### config.mk
export PLATFORM = sky130hd
export DESIGN_NAME = clkmeas_dcnt
export DESIGN_NICKNAME = d
export VERILOG_FILES = /design/src/rtl/cm_pkg.sv /design/src/rtl/cm_rst_sync.sv /design/src/rtl/cm_byte_reg.sv /design/src/rtl/cm_down_cnt.sv /design/src/rtl/cm_rd_mux.sv /design/src/rtl/clkmeas_dcnt.sv
export SDC_FILE = /design/constraint.sdc
export NUM_CORES = 1
export LEC_CHECK = 0
export ABC_CLOCK_PERIOD_IN_PS = 2520
export BUFFER_PORTS_ARGS = -buffer_cell sky130_fd_sc_hd__clkbuf_2
export CORE_ASPECT_RATIO = 1.4
export CORE_UTILIZATION = 40
export DETAILED_ROUTE_END_ITERATION = 8
export HOLD_SLACK_MARGIN = 0.1
export PLACE_DENSITY = 0.65
export RECOVER_POWER = 100
export SYNTH_ARGS = -nofsm -noshare
export SYNTH_HDL_FRONTEND = slang
export SYNTH_SLANG_ARGS = --single-unit
export TNS_END_PERCENT = 5
### constraint.sdc
create_clock -name clk -period 2.52 [get_ports clk]
set_input_delay 0.126 -clock clk [delete_from_list [all_inputs] [get_ports clk]]
set_output_delay 0.126 -clock clk [all_outputs]
set_load 0.02 [all_outputs]
### src/rtl/cm_pkg.sv
package cm_pkg;
  localparam int unsigned DW       = 8;
  localparam int unsigned NUM_WIN  = 2;
  localparam logic [7:0]  IDX_CTRL = 8'h01;
  localparam logic [7:0]  IDX_LO   = 8'h20;
  localparam logic [7:0]  IDX_HI   = 8'h21;
  localparam int unsigned EN_BIT   = 6;
endpackage

### src/rtl/cm_rst_sync.sv
module cm_rst_sync (
  input  logic clk,
  input  logic rst_n,
  output logic rst_q_n
);
  logic [1:0] sync_q;
  logic [1:0] sync_d;

  always_comb begin
    sync_d = {sync_q[0], 1'b1};
  end

  always_ff @(posedge clk or negedge rst_n) begin
    if (!rst_n) begin
      sync_q <= 2'b00;
    end else begin
      sync_q <= sync_d;
    end
  end

  assign rst_q_n = sync_q[1];
endmodule

### src/rtl/cm_byte_reg.sv
module cm_byte_reg #(
  parameter int unsigned W = 8
) (
  input  logic         clk,
  input  logic         rst_n,
  input  logic         wr_en,
  input  logic [W-1:0] wdata,
  output logic [W-1:0] q
);
  logic [W-1:0] d;

  always_comb begin
    d = q;
    if (wr_en) begin
      d = wdata;
    end
  end

  always_ff @(posedge clk or negedge rst_n) begin
    if (!rst_n) begin
      q <= '0;
    end else begin
      q <= d;
    end
  end
endmodule

### src/rtl/cm_down_cnt.sv
module cm_down_cnt #(
  parameter int unsigned CNT_W = 30
) (
  input  logic             clk,
  input  logic             rst_n,
  input  logic             en,
  output logic [CNT_W-1:0] cnt
);
  localparam logic [CNT_W-1:0] ALL_ONES = '1;
  localparam logic [CNT_W-1:0] STEP     = CNT_W'(1);

  logic [CNT_W-1:0] cnt_d;
  logic             at_zero;

  always_comb begin
    at_zero = (cnt == '0);
    if (at_zero) begin
      cnt_d = ALL_ONES;
    end else begin
      cnt_d = cnt - STEP;
    end
  end

  always_ff @(posedge clk or negedge rst_n) begin
    if (!rst_n) begin
      cnt <= ALL_ONES;
    end else if (en) begin
      cnt <= cnt_d;
    end
  end
endmodule

### src/rtl/cm_rd_mux.sv
module cm_rd_mux #(
  parameter int unsigned CNT_W   = 30,
  parameter int unsigned HI_BASE = 15
) (
  input  logic                                win_sel,
  input  logic                                port_sel,
  input  logic [cm_pkg::NUM_WIN-1:0][cm_pkg::DW-1:0] idx,
  input  logic [cm_pkg::DW-1:0]               ctrl,
  input  logic [CNT_W-1:0]                    cnt,
  output logic [cm_pkg::DW-1:0]               rdata
);
  import cm_pkg::*;

  localparam int unsigned EXT_W = HI_BASE + 2 * DW;

  logic [EXT_W-1:0]                ext;
  logic [NUM_WIN-1:0][DW-1:0]      win_data;

  always_comb begin
    ext = '0;
    ext[CNT_W-1:0] = cnt;
  end

  for (genvar w = 0; w < NUM_WIN; w++) begin : g_win
    localparam int unsigned BASE = (w == 0) ? 0 : HI_BASE;
    always_comb begin
      case (idx[w])
        IDX_LO:   win_data[w] = ext[BASE +: DW];
        IDX_HI:   win_data[w] = ext[BASE + DW +: DW];
        IDX_CTRL: win_data[w] = (w == 0) ? ctrl : '0;
        default:  win_data[w] = '0;
      endcase
    end
  end

  always_comb begin
    if (port_sel) begin
      rdata = win_data[win_sel];
    end else begin
      rdata = idx[win_sel];
    end
  end
endmodule

### src/rtl/clkmeas_dcnt.sv
module clkmeas_dcnt #(
  parameter int unsigned CNT_W   = 30,
  parameter int unsigned HI_BASE = 15
) (
  input  logic       clk,
  input  logic       rst_n,
  input  logic       acc_wr,
  input  logic       acc_win,
  input  logic       acc_port,
  input  logic [7:0] acc_wdata,
  output logic [7:0] acc_rdata
);
  import cm_pkg::*;

  logic                       rst_q_n;
  logic [NUM_WIN-1:0][DW-1:0] idx_q;
  logic [NUM_WIN-1:0]         idx_wr;
  logic                       ctrl_wr;
  logic [DW-1:0]              ctrl_q;
  logic                       cnt_en;
  logic [CNT_W-1:0]           cnt_q;

  cm_rst_sync rst_sync_i (
    .clk     (clk),
    .rst_n   (rst_n),
    .rst_q_n (rst_q_n)
  );

  for (genvar w = 0; w < NUM_WIN; w++) begin : g_idx
    always_comb begin
      idx_wr[w] = acc_wr && !acc_port && (acc_win == w[0]);
    end

    cm_byte_reg #(.W(DW)) idx_reg_i (
      .clk   (clk),
      .rst_n (rst_q_n),
      .wr_en (idx_wr[w]),
      .wdata (acc_wdata),
      .q     (idx_q[w])
    );
  end

  always_comb begin
    ctrl_wr = acc_wr && acc_port && !acc_win && (idx_q[0] == IDX_CTRL);
  end

  cm_byte_reg #(.W(DW)) ctrl_reg_i (
    .clk   (clk),
    .rst_n (rst_q_n),
    .wr_en (ctrl_wr),
    .wdata (acc_wdata),
    .q     (ctrl_q)
  );

  assign cnt_en = ctrl_q[EN_BIT];

  cm_down_cnt #(.CNT_W(CNT_W)) cnt_i (
    .clk   (clk),
    .rst_n (rst_q_n),
    .en    (cnt_en),
    .cnt   (cnt_q)
  );

  cm_rd_mux #(.CNT_W(CNT_W), .HI_BASE(HI_BASE)) rd_mux_i (
    .win_sel  (acc_win),
    .port_sel (acc_port),
    .idx      (idx_q),
    .ctrl     (ctrl_q),
    .cnt      (cnt_q),
    .rdata    (acc_rdata)
  );
endmodule

After elaboration in Yosys (flattened, before gate mapping)
Cells that the tools add are included.
- bits in registers: 56
- output and inout bits: 8
- logic and storage cells: 30
- $add $sub $neg: 1
- magnitude comparators: 1
- equality and inequality tests: 5
- muxes and demuxes: 8
- bitwise logic cells: 1
- reductions and logical operators: 9
- operators with widths (cell ; number):
    8-bit two-way mux ; 5
    8-bit by 6-bit equality test with 1-bit output (second input constant) ; 4
    30-bit logical NOT ; 1
    30-bit two-way mux ; 1
    30-bit by 1-bit subtractor with 30-bit output (second input constant) ; 1
    8-bit case mux with 3 select lines ; 1
    8-bit case mux with 2 select lines ; 1
    8-bit by 1-bit equality test with 1-bit output (second input constant) ; 1
    1-bit logical AND ; 6
    1-bit logical NOT ; 2
    1-bit by 2-bit < comparator with 1-bit output (second input constant) ; 1
    1-bit NOT ; 1

Depth between registers and ports, before layout
- word-level depth: 5
- mapped depth: 7
- depth with buffers taken out: 6

Cells and area by module
From an unflattened synthesis, not the netlist that was laid out.
- cells, all modules: 282
- area, all modules: 3199.3 µm²
- modules (own cells, without submodules) (module ; times used ; cells an instance ; area each (µm²) ; seq. area each (µm²)):
    cm_down_cnt ; 1 ; 158 ; 1581.5 ; 788.3
    cm_byte_reg ; 3 ; 17 ; 331.6 ; 200.2
    cm_rd_mux ; 1 ; 64 ; 521.8 ; 0.0
    cm_rst_sync ; 1 ; 3 ; 53.8 ; 50.0
    clkmeas_dcnt ; 1 ; 6 ; 47.5 ; 0.0

Least setup slack after synthesis
OpenSTA, ideal clock, no wires.
- path kind: register to output
- start point: reg g_idx[0].idx_reg_i.q[6]
- end point: out acc_rdata[0]
- arrival time: 2.118 ns
- required time: 2.394 ns
- setup slack: 0.276 ns
- stages on the path, launching flop included: 5
- buffers on the path: 0
- cells stage by stage: dfrtp_1 or4_1 nor4_1 a22oi_1 a21oi_1
- word-level cells in the longest chain between the ends: 5
- ends and longest elaborated chain (element ; RTL line ; RTL):
    from (decl) ; cm_byte_reg.sv:8 ; output logic [W-1:0] q
    from (signal assigned) ; cm_byte_reg.sv:21 ; q <= '0;
    from (signal assigned) ; cm_byte_reg.sv:23 ; q <= d;
    8-bit by 1-bit equality test with 1-bit output / 8-bit by 6-bit equality test with 1-bit output (equally long branches) ; cm_rd_mux.sv:27 ; case (idx[w])
    8-bit case mux with 3 select lines * ; cm_rd_mux.sv:27 ;
    8-bit two-way mux (not written as such) * (2 in series) ; cm_rd_mux.sv:38 ; rdata = win_data[win_sel];
    8-bit two-way mux * ; cm_rd_mux.sv:37 ; if (port_sel) begin
    to (decl) ; clkmeas_dcnt.sv:11 ; output logic [7:0] acc_rdata
Every way passes the cells marked *; elsewhere a longest branch is shown, timed or not. The select of a mux whose other input is x is not followed.

Worst setup path after layout
- start point: reg cnt_i.cnt[13]
- end point: reg cnt_i.cnt[25]
- word-level cells in the longest chain between the ends: 2
- ends and longest elaborated chain (element ; RTL line ; RTL):
    from (decl) ; cm_down_cnt.sv:7 ; output logic [CNT_W-1:0] cnt
    from (signal assigned) ; cm_down_cnt.sv:28 ; cnt <= cnt_d;
    30-bit by 1-bit subtractor with 30-bit output / 30-bit logical NOT (equally long branches) ; cm_down_cnt.sv:20, cm_down_cnt.sv:16 ;
    30-bit two-way mux * ; cm_down_cnt.sv:17 ; if (at_zero) begin
Every way passes the cells marked *; elsewhere a longest branch is shown, timed or not.
A chain may end at the register's enable or synchronous reset.

==> results.toml <==
[run_status]
status = "finished with violations"
violations = "capacitance limit, slew limit"

[clocking]
numCtsBuffers = 5
clk_pin_slew_ps = 90
cts_setup_buffers = 0
cts_tree = "built"
cts_num_sinks = 56
h-tree-depth = 2
clockBufferDepth = 2
cts-root-buf = "clkbuf_8"
clock_latency_ps = 310

[yosys]
synth_seq_cells = 56
synth_area_mm2 = 0.00300
yosysTopAreaCell = "dfstp_2"
synth_top_area_frac = 0.263
synth_edf_count = 0
ys_top_cells_by_area = "dfstp_2 (26%), dfrtp_1 (22%), mux2_2 (15%)"
synth_warnings = 0
ys_seq_area_frac = 0.480
synth_cell_type_count = 38
synth_flop_cell = "dfstp_2"
synth_async_sr_flop_share = 1.00
synth_area_per_cell_um2 = 11.1
syn_nets = 285
synthesis.instances = 271

[sta]
worstMarginPinSlew_ps = 1540
hold_ws_ps = 118
hold_violations = 0
min_period_ps = 2320
setup_violations = 0
slew_headroom = -0.0243
rsz0062_at_grt = "false"
max_freq_mhz = 432
skew_ps = 10.2
setup_tns_ps = 0
slew_viol_final = 40
period_share = 0.919

[drt]
drt-initial-drc-count = 91
via_count = 2182
firstDrtPassIters = 4
totalWireLength_um = 6550
viasPerCell = 5.46
drcViolationCount = 0
ant_nets = 0
avgRoutedWirePerCell_um = 16.4

[layout]
fillCellCount = 731
final_common_cell = "mux2_2"
drive_above_1_share = 0.314
finalNetCount = 316
area.growth.synth_to_final_pct = 13.3
antennaDiodeCount = 0
mostFrequentLayoutCells = "mux2_2 (39), dfstp_2 (27), dfrtp_1 (26)"

[flow_run]
cap_viol_max_count = 1

[grt]
grt_usage = 0.191
grt_pass1_vias = 2320
grt_max_degree = 40
grt-ovfl-total = 0
grt_pass1_wl_um = 11400
antenna_found_initial = 0

[power_and_ir_drop]
ir_drop_uv = 391
leakagePower_uw = 0.00140
power_density_mw_per_mm2 = 950

[min_path]
min_path_type = "input pin to asynchronous set/reset pin"

[setup_path]
critPathKind = "flip-flop to flip-flop"
worstReg2RegEnd = "cnt_i.cnt[25]$_DFFE_PN1P_"
cp.buffers_inverters = 0
path_delay_family = "simple AND/OR/NAND/NOR gates"
worstPathMaxFanout = 8
critPathLaunchType = "flip-flop"
crit_top_cell = "or4_1"
end_kind = "flip-flop"
crit_arrival_ps = 2560
reg2regPathDepth = 4
cp_cell_sequence = "or4_1, or4_1, or4_1, nand3_1"
r2r_start = "cnt_i.cnt[13]$_DFFE_PN1P_"
critical_path.max_stage_delay_ps = 680
worst_path_max_delay_cell = "or4_1"
required_ps = 2770
rrSetupSlack_ps = 200

[die]
core_area_mm2 = 0.00731
ios = 21
die_area_mm2 = 0.00786
die_w_um = 75.2
fp-row-count = 37
start_util = 0.410
die_h_um = 104

[placement]
port_buffers = 20
dp_hpwl_um = 5000
gp_congestion = 0.791
-- cells in the mapped netlist (4+ instances only) --
master    count
a211oi_1      8
a21oi_1       8
a22o_1        8
a22oi_1       7
clkbuf_1     10
dfrtp_1      26
dfstp_2      30
mux2_2       39
nand2_1      12
nand3_1      12
nor2_1        8
nor2b_1       9
nor4_1       10
o21ai_0       5
o31ai_1       5
or2_2         4
or3_1        11
or4_1        11
xnor2_1      12
xor2_1        7
-- routing by layer --
metal  vias up  share of wire  GRT usage
met5         -              0          0
met4         0          0.022     0.0648
met3        14          0.020     0.0252
met2        40           0.53      0.331
met1      1054           0.43      0.238
li1       1074              -          -
-- what timing repair did --
item,4_1_cts,5_1_grt
hold buffers,9,0
hold endpoints to repair,26,0
gates resized for setup,0,1
endpoints found under the setup margin,0,1
-- state kept, by name, summed over array words and instances (netlist names) --
| signal | cells |
|---|---|
| rst_sync_i.sync_q | 2 |
| ctrl_reg_i.q | 8 |
| g_idx.idx_reg_i.q | 16 |
| cnt_i.cnt | 30 |
-- power breakdown --
| group | total [uW] | switching (uW) | internal (uW) |
|---|---|---|---|
| clock network | 581 | 286 | 296 |
| registers | 1650 | 365 | 1290 |
| logic | 996 | 502 | 493 |
-- worst max-delay path by stage --
stage	depth (start not counted)	from	end
after floorplan	4	g_idx[0].idx_reg_i.q[6]$_DFFE_PN0P_	acc_rdata[0]
after global placement	4	cnt_i.cnt[13]$_DFFE_PN1P_	cnt_i.cnt[27]$_DFFE_PN1P_
after detailed placement	4	cnt_i.cnt[10]$_DFFE_PN1P_	cnt_i.cnt[17]$_DFFE_PN1P_
after CTS	5	g_idx[0].idx_reg_i.q[5]$_DFFE_PN0P_	acc_rdata[5]
after global routing	6	g_idx[0].idx_reg_i.q[1]$_DFFE_PN0P_	acc_rdata[4]
final	4	cnt_i.cnt[13]$_DFFE_PN1P_	cnt_i.cnt[25]$_DFFE_PN1P_
-- per-stage QoR --
| step | worst slack [ps] | power, uW | std cells | utilization | area, um2 |
|---|---|---|---|---|---|
| after floorplan | 276 | 2390 | 271 | - | 3000 |
| after global placement | 303 | 2670 | 383 | 0.443 | 3240 |
| after detailed placement | 283 | 2700 | 383 | 0.443 | 3240 |
| after CTS | 213 | 3300 | 400 | 0.470 | 3440 |
| after global routing | 44.5 | 3460 | 400 | 0.465 | 3400 |
| final | 204 | 3230 | 400 | 0.465 | 3400 |
-- final cells by class --
class                   instances  area [um2]  area share
inverters                       3        11.3     0.00331
multi-input cells             197        1490       0.437
clock inverters                 2        35.0      0.0103
well taps                      97         121      0.0357
flip-flops and latches         56        1440       0.423
repair buffers                 39         234      0.0688
clock buffers                   6        72.6      0.0213
-- kinds of logic (layout without fill, tap and decap cells) --
kind of cell / after synthesis / after routing / share of synthesized area
xor+xnor: 19 / 19 / 0.0555
flops: 56 / 56 / 0.480
mux: 39 / 39 / 0.146
simple gates: 94 / 94 / 0.190
compound gates: 43 / 43 / 0.100
other cells: 1 / 1 / 0.00125
fa+ha+maj: 1 / 1 / 0.00417
buf+inv: 18 / 50 / 0.0234
-- worst register-to-register path: stages, from the launching register on --
cell,delay (ps)
dfstp_1,400
or4_1,680
or4_1,600
or4_1,490
nand3_1,90
(Power assumes the default switching activity.)
